===== config.mk =====
export PLATFORM = sky130hd
export DESIGN_NAME = flash_wait_seq
export DESIGN_NICKNAME = d
export VERILOG_FILES = /design/src/rtl/fws_pkg.sv /design/src/rtl/fws_cfg_reg.sv /design/src/rtl/fws_lat_sel.sv /design/src/rtl/fws_seq.sv /design/src/rtl/flash_wait_seq.sv
export SDC_FILE = /design/constraint.sdc
export NUM_CORES = 1
export LEC_CHECK = 0
export CAP_MARGIN = 20
export CORE_MARGIN = 10
export CORE_UTILIZATION = 33
export CTS_CLUSTER_DIAMETER = 60
export DETAILED_ROUTE_END_ITERATION = 6
export PLACE_DENSITY_LB_ADDON = 0.15
export RECOVER_POWER = 50
export SETUP_SLACK_MARGIN = 0.3
export SLEW_MARGIN = 20
export SYNTH_ARGS = -nofsm -noshare
export SYNTH_HDL_FRONTEND = slang
export SYNTH_SLANG_ARGS = --single-unit

===== constraint.sdc =====
create_clock -name clk -period 2.7 [get_ports clk]
set_clock_uncertainty 0.15 [all_clocks]
set_input_delay 0.81 -clock clk [delete_from_list [all_inputs] [get_ports clk]]
set_output_delay 0.81 -clock clk [all_outputs]
set_load 0.02 [all_outputs]

===== src/rtl/fws_pkg.sv =====
package fws_pkg;
    typedef enum logic {
        RGN_MAIN    = 1'b0,
        RGN_SPECIAL = 1'b1
    } region_e;

    localparam int unsigned NUM_RGN = 2;
endpackage


===== src/rtl/fws_cfg_reg.sv =====
module fws_cfg_reg #(
    parameter int unsigned WSW     = 4,
    parameter int unsigned RST_VAL = 2
) (
    input  logic           clk,
    input  logic           rst_n,
    input  logic           wr_en,
    input  logic           lock,
    input  logic [WSW-1:0] wr_data,
    output logic [WSW-1:0] val
);
    logic [WSW-1:0] val_d, val_q;

    always_comb begin
        val_d = val_q;
        if (wr_en && !lock) begin
            val_d = wr_data;
        end
    end

    always_ff @(posedge clk or negedge rst_n) begin
        if (!rst_n) begin
            val_q <= WSW'(RST_VAL);
        end else begin
            val_q <= val_d;
        end
    end

    assign val = val_q;
endmodule


===== src/rtl/fws_lat_sel.sv =====
module fws_lat_sel #(
    parameter int unsigned WSW = 4
) (
    input  logic           special,
    input  logic [WSW-1:0] main_val,
    input  logic [WSW-1:0] spec_val,
    output logic [WSW-1:0] lat
);
    logic [WSW-1:0] picked;

    always_comb begin
        picked = special ? spec_val : main_val;
        // zero wait states are not legal; run with one instead
        lat    = (picked == '0) ? WSW'(1) : picked;
    end
endmodule


===== src/rtl/fws_seq.sv =====
module fws_seq #(
    parameter int unsigned AW  = 16,
    parameter int unsigned DW  = 32,
    parameter int unsigned WSW = 4
) (
    input  logic           clk,
    input  logic           rst_n,
    input  logic           req_valid,
    input  logic [AW-1:0]  req_addr,
    input  logic [WSW-1:0] lat,
    output logic           req_ready,
    output logic [AW-1:0]  arr_addr,
    input  logic [DW-1:0]  arr_rdata,
    output logic           rsp_valid,
    output logic [DW-1:0]  rsp_data
);
    typedef struct packed {
        logic           busy;
        logic [WSW-1:0] cnt;
        logic [AW-1:0]  addr;
        logic           vld;
        logic [DW-1:0]  data;
    } seq_t;

    seq_t st_d, st_q;
    logic ready_w;

    always_comb begin
        ready_w = !st_q.busy && !st_q.vld;
        st_d     = st_q;
        st_d.vld = 1'b0;
        if (st_q.busy) begin
            if (st_q.cnt == '0) begin
                st_d.busy = 1'b0;
                st_d.vld  = 1'b1;
                st_d.data = arr_rdata;
            end else begin
                st_d.cnt = st_q.cnt - 1'b1;
            end
        end else if (req_valid && ready_w) begin
            st_d.busy = 1'b1;
            st_d.cnt  = lat;
            st_d.addr = req_addr;
        end
    end

    always_ff @(posedge clk or negedge rst_n) begin
        if (!rst_n) begin
            st_q <= '0;
        end else begin
            st_q <= st_d;
        end
    end

    assign req_ready = ready_w;
    assign arr_addr  = st_q.addr;
    assign rsp_valid = st_q.vld;
    assign rsp_data  = st_q.data;
endmodule


===== src/rtl/flash_wait_seq.sv =====
module flash_wait_seq
    import fws_pkg::*;
#(
    parameter int unsigned AW       = 16,
    parameter int unsigned DW       = 32,
    parameter int unsigned WSW      = 4,
    parameter int unsigned WAIT_RST = 2
) (
    input  logic           clk,
    input  logic           rst_n,
    input  logic           cfg_we,
    input  logic           cfg_region,
    input  logic [WSW-1:0] cfg_wdata,
    input  logic           lock_main,
    input  logic           lock_special,
    input  logic           req_valid,
    input  logic           req_special,
    input  logic [AW-1:0]  req_addr,
    output logic           req_ready,
    output logic [AW-1:0]  arr_addr,
    input  logic [DW-1:0]  arr_rdata,
    output logic           rsp_valid,
    output logic [DW-1:0]  rsp_data
);
    logic [NUM_RGN-1:0] lock_vec;
    logic [WSW-1:0]     wait_set [NUM_RGN];
    logic [WSW-1:0]     lat_w;

    always_comb begin
        lock_vec                   = '0;
        lock_vec[int'(RGN_MAIN)]    = lock_main;
        lock_vec[int'(RGN_SPECIAL)] = lock_special;
    end

    for (genvar g = 0; g < NUM_RGN; g++) begin : g_rgn
        fws_cfg_reg #(
            .WSW     (WSW),
            .RST_VAL (WAIT_RST)
        ) u_cfg (
            .clk     (clk),
            .rst_n   (rst_n),
            .wr_en   (cfg_we && (cfg_region == 1'(g))),
            .lock    (lock_vec[g]),
            .wr_data (cfg_wdata),
            .val     (wait_set[g])
        );
    end

    fws_lat_sel #(.WSW(WSW)) u_sel (
        .special  (req_special),
        .main_val (wait_set[int'(RGN_MAIN)]),
        .spec_val (wait_set[int'(RGN_SPECIAL)]),
        .lat      (lat_w)
    );

    fws_seq #(.AW(AW), .DW(DW), .WSW(WSW)) u_seq (
        .clk       (clk),
        .rst_n     (rst_n),
        .req_valid (req_valid),
        .req_addr  (req_addr),
        .lat       (lat_w),
        .req_ready (req_ready),
        .arr_addr  (arr_addr),
        .arr_rdata (arr_rdata),
        .rsp_valid (rsp_valid),
        .rsp_data  (rsp_data)
    );
endmodule


==> results of run 1 <==
layout make-up:
type | count | area (µm²) | area share, %
multi-input cells | 119 | 981 | 24.1
repair buffers | 119 | 1150 | 28.3
clock buffers | 12 | 135 | 3.32
inverters | 5 | 18.8 | 0.461
well taps | 108 | 135 | 3.32
flip-flops and latches | 62 | 1550 | 38.2
clock inverters | 4 | 95.1 | 2.33
final timing paths:
| kind | start | cells after the start | to | slack, ps |
|---|---|---|---|---|
| max in group asynchronous | rst_n | 2 | u_seq.rsp_data[24]$_DFFE_PN0P_ | 570 |
| min in group asynchronous | rst_n | 1 | u_seq.arr_addr[2]$_DFFE_PN0P_ | 580 |
| setup reg to reg | u_seq.st_q[49]$_DFFE_PN0P_ | 6 | u_seq.rsp_data[10]$_DFFE_PN0P_ | 430 |
| hold reg to reg | u_seq.arr_addr[6]$_DFFE_PN0P_ | 2 | u_seq.arr_addr[6]$_DFFE_PN0P_ | 330 |
| setup / recovery | req_valid | 5 | u_seq.st_q[52]$_DFFE_PN0P_ | 420 |
| hold / removal | u_seq.arr_addr[6]$_DFFE_PN0P_ | 2 | u_seq.arr_addr[6]$_DFFE_PN0P_ | 330 |
cells by family after synthesis:
group	Yosys count
AO/OA/AOI/OAI	9
adder cells (fa/ha/maj)	2
buffers and inverters	61
flip-flops	62
multiplexers	44
AND/OR/NAND/NOR	64
power by group through the flow:
stage                     sequential [mW]  clock (mW)  combinational (mW)
after floorplan                      1.56           0                2.02
after global placement               1.61           0                2.50
after detailed placement             1.62           0                2.51
after CTS                            1.61       0.989                2.51
after global routing                 1.67        1.03                2.57
final                                1.60       0.956                2.38
critical path: cells and delay by family:
kind,cells,cell delay [ps]
AOI/OAI and AO/OA,1,110
and+or+nand+nor,2,640
buffers and inverters,2,830
registers in the layout (all words and copies together) (netlist names):
register	cells
u_seq.st_q	5
u_seq.arr_addr	16
u_seq.rsp_valid	1
g_rgn.u_cfg.val	8
u_seq.rsp_data	32
cell usage in the layout, fill, tap and decap left out, types with 2 or more instances in the layout:
cell type                         count
sky130_fd_sc_hd__dlygate4sd3_1        4
sky130_fd_sc_hd__a221o_1              2
sky130_fd_sc_hd__nor2_1               3
sky130_fd_sc_hd__clkbuf_1             6
sky130_fd_sc_hd__mux2_4              23
sky130_fd_sc_hd__or3_1                2
sky130_fd_sc_hd__buf_4                5
sky130_fd_sc_hd__bufinv_16            3
sky130_fd_sc_hd__dfrtp_1             60
sky130_fd_sc_hd__o31ai_1              2
sky130_fd_sc_hd__clkbuf_2             3
sky130_fd_sc_hd__clkbuf_8             9
sky130_fd_sc_hd__ha_1                 2
sky130_fd_sc_hd__clkdlybuf4s50_1    102
sky130_fd_sc_hd__mux2i_1              3
sky130_fd_sc_hd__dfstp_2              2
sky130_fd_sc_hd__mux2_1               6
sky130_fd_sc_hd__inv_1                5
sky130_fd_sc_hd__nand2_1             48
sky130_fd_sc_hd__mux2_2              12
routing by layer:
layer	GRT usage, %	wire (µm)
met3	3.72	518
met1	12.1	2860
met2	16.5	3190
met5	0	0
met4	4.50	96
what timing repair did:
item	4_1_cts	5_1_grt
setup endpoints to repair	1	1
setup buffers	0	0
gates resized for setup	1	1
hold buffers	0	0
per-stage QoR:
step	hold WS, ps	total power, mW	utilization (%)	area (µm²)
detailed placement	316	4.13	44.1	3900
global placement	310	4.11	44.1	3900
global route	352	5.27	46.0	4070
CTS	319	5.11	46.7	4130
floorplan	296	3.58	-	3030
finish	329	4.94	46.0	4070
==> run summary, run 1 <==
After detailed routing, the total wire length is 6.67 mm. Setup slack on the critical path of the routed design comes to 420 ps. The maximum buffer depth of the clock tree came out at 2.

The warning count from the yosys run is 0. The power share of the clock group came out at 19.3%. The total global-route track usage is 10.3%. The buffer cell driving the clock tree root is sky130_fd_sc_hd__clkbuf_8. The vias after detailed routing is 1859. The number of distinct library cells after synthesis is 31. The total congestion overflow came out at 0. In this run the standard cell core region covers 8850 µm². The total of buffers placed on input and output ports is 109. Synthesis handed over a netlist of 242 instances.

The async set-or-reset flop fraction in the synthesized netlist is 100%. At the worst endpoint, the required time is 2810 ps. The most common cell in the synthesized netlist is sky130_fd_sc_hd__dfrtp_1. The internal portion of the total power is 3.27 mW.

The number of antenna violations at the first check in global routing came out at 0. The total of flip-flops plus latches after synthesis came out at 62. The largest stage delay on the critical path came out at 540 ps. The number of standard-cell rows in the floorplan came out at 34. The critical path goes through dlygate4sd3_1 -> or3b_2 -> clkbuf_2 -> nor2_1 -> a221o_1. The detailed router finished its first iteration with 63 violations.

At the end of routability-driven placement, the weighted congestion stood at 0.679. The standard cell with the maximum stage delay on the critical path is sky130_fd_sc_hd__dlygate4sd3_1. The critical path class is in -> reg. Setup repair after global routing left no endpoint under its margin. The total number of clock tree sinks came out at 62. In the final routed layout, each cell accounts on average for 15.5 µm.

The wire length of the first global-routing pass is 10.8 mm. The proportion of layout cells with a drive suffix above 1 is 20.2%. The combinational family with the most area after synthesis is multiplexers. The area share of the largest cell type after synthesis is 49.5%.

The clock-pin slew of the registers on the worst-case setup and hold paths is 70 ps. The first detailed-routing pass ran for 4 iterations. The number of fill cells in the layout is 842. The area enclosed by the die boundary is 13400 µm². The count of antenna diodes in the layout came out at 0. The leakage dissipation came out at 1.82 nW. TritonCTS built the clock tree.

The largest fanout of any net on the critical path came out at 18. The net count after synthesis came out at 304. The synthesized-area fraction occupied by adder cells is 0.825%.

The area growth from synthesis to layout came out at 34.3%. The data arrival time at the worst-slack endpoint came out at 2390 ps. The total power per unit cell area is 1210 nW/µm².

The final-stage net count is 378. The worst IR drop on VDD came out at 0.495 mV. The basic-gate share of the synthesized area counting and, or, nand and nor cells came out at 9.95%. The vertical die dimension is 116 µm.

The number of top-level pins came out at 110. The synthesized cell area came out at 3030 µm². The relative max-transition margin is 17.3%. Counting the buffers created by CTS gives 9. Yosys mapped a number of flops with a built-in enable equal to 0. The CTS H-tree depth is 3. The post-placement cell count is 413. The final hold violation count came out at 0.

Summing the areas of all xor and xnor instances in the mapped netlist gives 0% of the synthesized area. The number of setup violations in the final report is 0. The remaining antenna violation count came out at 0. The final max-slew violation count is 0. The synthesized design spends more area on one cell type than any other, namely sky130_fd_sc_hd__dfrtp_1. For this run, design rule violations remaining after detail routing come to 0. The flow ran to the end, and the final reports show no timing, DRC or antenna violations.

After layout, the worst path uses 84.4% of the clock period. The post-placement worst setup slack came out at 275 ps. Entering global routing, the biggest net connects 27 pins.

The minimum clock period after layout came out at 2280 ps. The die is 116 µm wide. The reported net switching power is 1.67 mW. The slew of the pin with the lowest slew margin came out at 1240 ps. The post-synthesis area per instance is 12.5 µm². The via count of the first global-routing pass came out at 2066. The share of power burned in registers came out at 32.4%. The clock latency on the worst-skew pair came out at 320 ps. The HPWL after detailed placement is 5.18 mm.

For the final routed database, the setup TNS stands at 0 ps. The switching power share of the total came out at 33.8%. The ratio of routed vias to standard cells came out at 4.33. The starting density of the core came out at 34.3%. Combinational cells account for 48.3% of the total power. The worst setup path is captured at a register. The finished layout holds 429 standard cells, fillers aside. Derived from the worst setup path, the maximum achievable clock frequency is 0.439 GHz. The min-delay analysis places its worst path in the category reg -> reg. STA classifies the critical path startpoint as an input port.

In the synthesized netlist, the cells that appear most often are 60 x sky130_fd_sc_hd__dfrtp_1, 48 x sky130_fd_sc_hd__buf_4, 48 x sky130_fd_sc_hd__nand2_1. The total of max-cap violations is 0. Sequential elements use 51.3% of the synthesized area. The share of cell area taken by muxes after synthesis came out at 19.8%. By area the synthesized netlist is led by sky130_fd_sc_hd__dfrtp_1 50%, sky130_fd_sc_hd__mux2_4 14%, sky130_fd_sc_hd__buf_4 12%. The post-synthesis compound-gate area fraction came out at 2.43%.

In the synthesized netlist the dominant register cell turns out to be sky130_fd_sc_hd__dfrtp_1.
Note: power is estimated with default switching activity, not from simulation.
==> run 2: changes to the inputs <==
- clock period: 2.7 -> 2.32 ns (I/O delays scaled with it)
==> run summary, run 2 (same netlist as run 1, synthesis figures left out) <==
The flow ran to the end, and the final reports show no timing, DRC or antenna violations. The most critical setup path has its startpoint at req_valid. The worst-case register-to-register setup slack came out at 360 ps.

The number of buffers created by CTS is 9. The number of antenna violations at the first check in global routing is 0. The final core area utilization is 46.2%. The slowest stage of the critical path belongs to the cell sky130_fd_sc_hd__or3b_2. STA classifies the critical path endpoint as a register.

The maximum number of pins on one net before global-route repair came out at 47. The largest fanout of any net on the critical path is 17. The wire length of the first global-routing pass is 10.5 mm. The remaining antenna violation count is 0. CTS placed an instance of sky130_fd_sc_hd__clkbuf_8 at the clock tree root. The count of hold-fix buffers inserted at cts is 0. The placed instance area is 3910 µm². The library cell used most frequently in the layout, excluding fill and tap cells, is sky130_fd_sc_hd__dfrtp_1. The cell family contributing the most delay on the critical path is buffers and inverters. The depth of the worst register-to-register path is 6. The largest stage delay on the critical path is 490 ps. The worst register-to-register path ends at u_seq.rsp_data[19]$_DFFE_PN0P_. The initial utilization of the core area, before any placement, comes to 34.3%. TritonCTS built the clock tree. The min-delay analysis places its worst path in the category in -> async.

Counting both buffers and inverters, the worst setup path holds a total of 2. By startpoint and endpoint, the worst setup path is classified as in -> reg. Global routing finished with a remaining overflow of 0. met2 is the most crowded layer. The clock latency on the worst-skew pair came out at 330 ps. The detailed-route DRC error count came out at 0.

In the layout the commonest cells are 60 x sky130_fd_sc_hd__dfrtp_1, 55 x sky130_fd_sc_hd__clkdlybuf4s50_1, 49 x sky130_fd_sc_hd__dlygate4sd2_1, 48 x sky130_fd_sc_hd__nand2_1, 29 x sky130_fd_sc_hd__mux2_4. The final max-slew violation count is 0. The fraction of the cycle the final worst path needs came out at 88.0%. The standard cell core area is 8850 µm². For the final routed database, the setup TNS stands at 0 ps.

The leakage dissipation came out at 1.95 nW. 0 antenna diodes ended up in the layout. The ratio of routed vias to standard cells is 4.38.

The final hold violation count came out at 0. The proportion of layout cells with a drive suffix above 1 is 25.2%. The area occupied by multi-input gates is 1010 µm². The number of detailed-route iterations in the first pass came out at 4. The area growth from synthesis to layout is 34.8%. The number of top-level pins came out at 110. The clock tree synthesis step divided the H-tree into 3 levels. The vias after detailed routing is 1900. Setup violations remaining at the end of the flow were counted as 0. Data on the critical path is required at its endpoint by 2390 ps. The relative max-transition margin came out at 38.5%. The via count of the first global-routing pass was 2004. The register area is 1550 µm². The critical path goes through clkdlybuf4s50_1 -> or3b_2 -> clkbuf_2 -> nand2_1 -> nand2_1. Counting I/O delays and the setup requirement, the final critical path takes 2040 ps.

Global routing used 12.0% of the available met1 tracks. The sum of routed wire length over all layers is 6.88 mm. The start of the worst register-to-register path is u_seq.st_q[50]$_DFFE_PN0P_. Input and output buffers added on the ports amount to 109.

In this run the power density over the cells is 1320 nW/µm². The met2 routing resource usage after global routing is 15.9%. The floorplan step set the die width to 116 µm.

Setup repair after global routing could not meet its margin everywhere. The fraction of met3 tracks used by global routing is 3.72%. The data arrival time at the worst-slack endpoint came out at 2110 ps. Clock-pin slew was measured on the worst setup and hold paths at 70 ps. The number of DRC violations after detailed-routing iteration 0 is 71. Timing would allow up to 0.490 GHz. The slew of the pin with the lowest slew margin is 922 ps. The total number of clock tree sinks is 62. Across the VDD grid, the largest voltage drop is 0.397 mV. The total of max-cap violations is 0.

The worst setup path is launched from an input port. In the final routed layout, each cell accounts on average for 15.8 µm. The number of standard-cell rows in the floorplan is 34. The floorplan step defined a die boundary enclosing 13400 µm². The weighted congestion reported at the end of routability-driven placement is 0.711. The maximum buffer depth of the clock tree is 2. The number of fill cells in the layout came out at 860. The final layout contains 383 nets. After legalization and detailed placement, the total HPWL measured 5.07 mm. The final instance area is 4090 µm². The total global-route track usage came out at 10.0%.

The library cell appearing most often on the critical path is sky130_fd_sc_hd__nand2_1. The number of flip-flops in the largest register came out at 32. The vertical die dimension came out at 116 µm.
[run 2: metrics by stage]
stage / cells / setup slack (ps) / total power [mW] / hold WS [ps]
finish: 434 / 279 / 5.41 / 326
global route: 434 / 156 / 5.80 / 349
CTS: 427 / 233 / 5.43 / 142
detailed placement: 411 / 66.7 / 4.84 / 315
global placement: 411 / 79.4 / 4.80 / 309
floorplan: 242 / 403 / 4.16 / 250
[run 2: power breakdown]
group,total [mW],internal [mW],switching [mW]
sequential,1.85,1.59,0.261
combinational,2.69,1.37,1.31
clock,0.874,0.448,0.426
[run 2: layout make-up]
| cell class | count | share of cell area [%] |
|---|---|---|
| clock buffer | 12 | 3.80 |
| clock inverter | 4 | 0.766 |
| inverter | 5 | 0.459 |
| multi-input combinational | 119 | 24.6 |
| sequential | 62 | 38.0 |
| tap | 108 | 3.31 |
| timing repair buffer | 124 | 29.0 |
[run 2: how the worst max path moves through the flow]
stage | to | depth (start not counted)
floorplan | u_seq.rsp_data[10]$_DFFE_PN0P_ | 6
global placement | u_seq.arr_addr[14]$_DFFE_PN0P_ | 5
detailed placement | u_seq.arr_addr[8]$_DFFE_PN0P_ | 5
CTS | req_ready | 2
global route | u_seq.st_q[50]$_DFFE_PN0P_ | 2
finish | u_seq.arr_addr[8]$_DFFE_PN0P_ | 5
[run 2: what timing repair did]
item / in CTS / in global routing
gates resized for setup: 50 / 4
setup buffers: 0 / 5
gates cloned: 0 / 2
pin swaps: 0 / 1
setup endpoints to repair: 53 / 33
[run 2: worst reg2reg max path: cells and delay by family, from the launching register on]
family / cells / cell delay [ps]
buffers and inverters: 2 / 280
DFF: 1 / 390
and+or+nand+nor: 2 / 610
muxes: 1 / 300
adders and majority gates: 1 / 130
[run 2: per-layer routing]
layer  vias up  share of wire, %
met5         -                 0
met4         0               1.1
met3         8               7.4
met2        55                49
met1       920                42
li1        917                 -
==> run 3: changes to the inputs <==
- ABC_CLOCK_PERIOD_IN_PS: default -> 2320
==> results of run 3 <==
No change in the layout: final DEF, timing and power equal those of run 2.
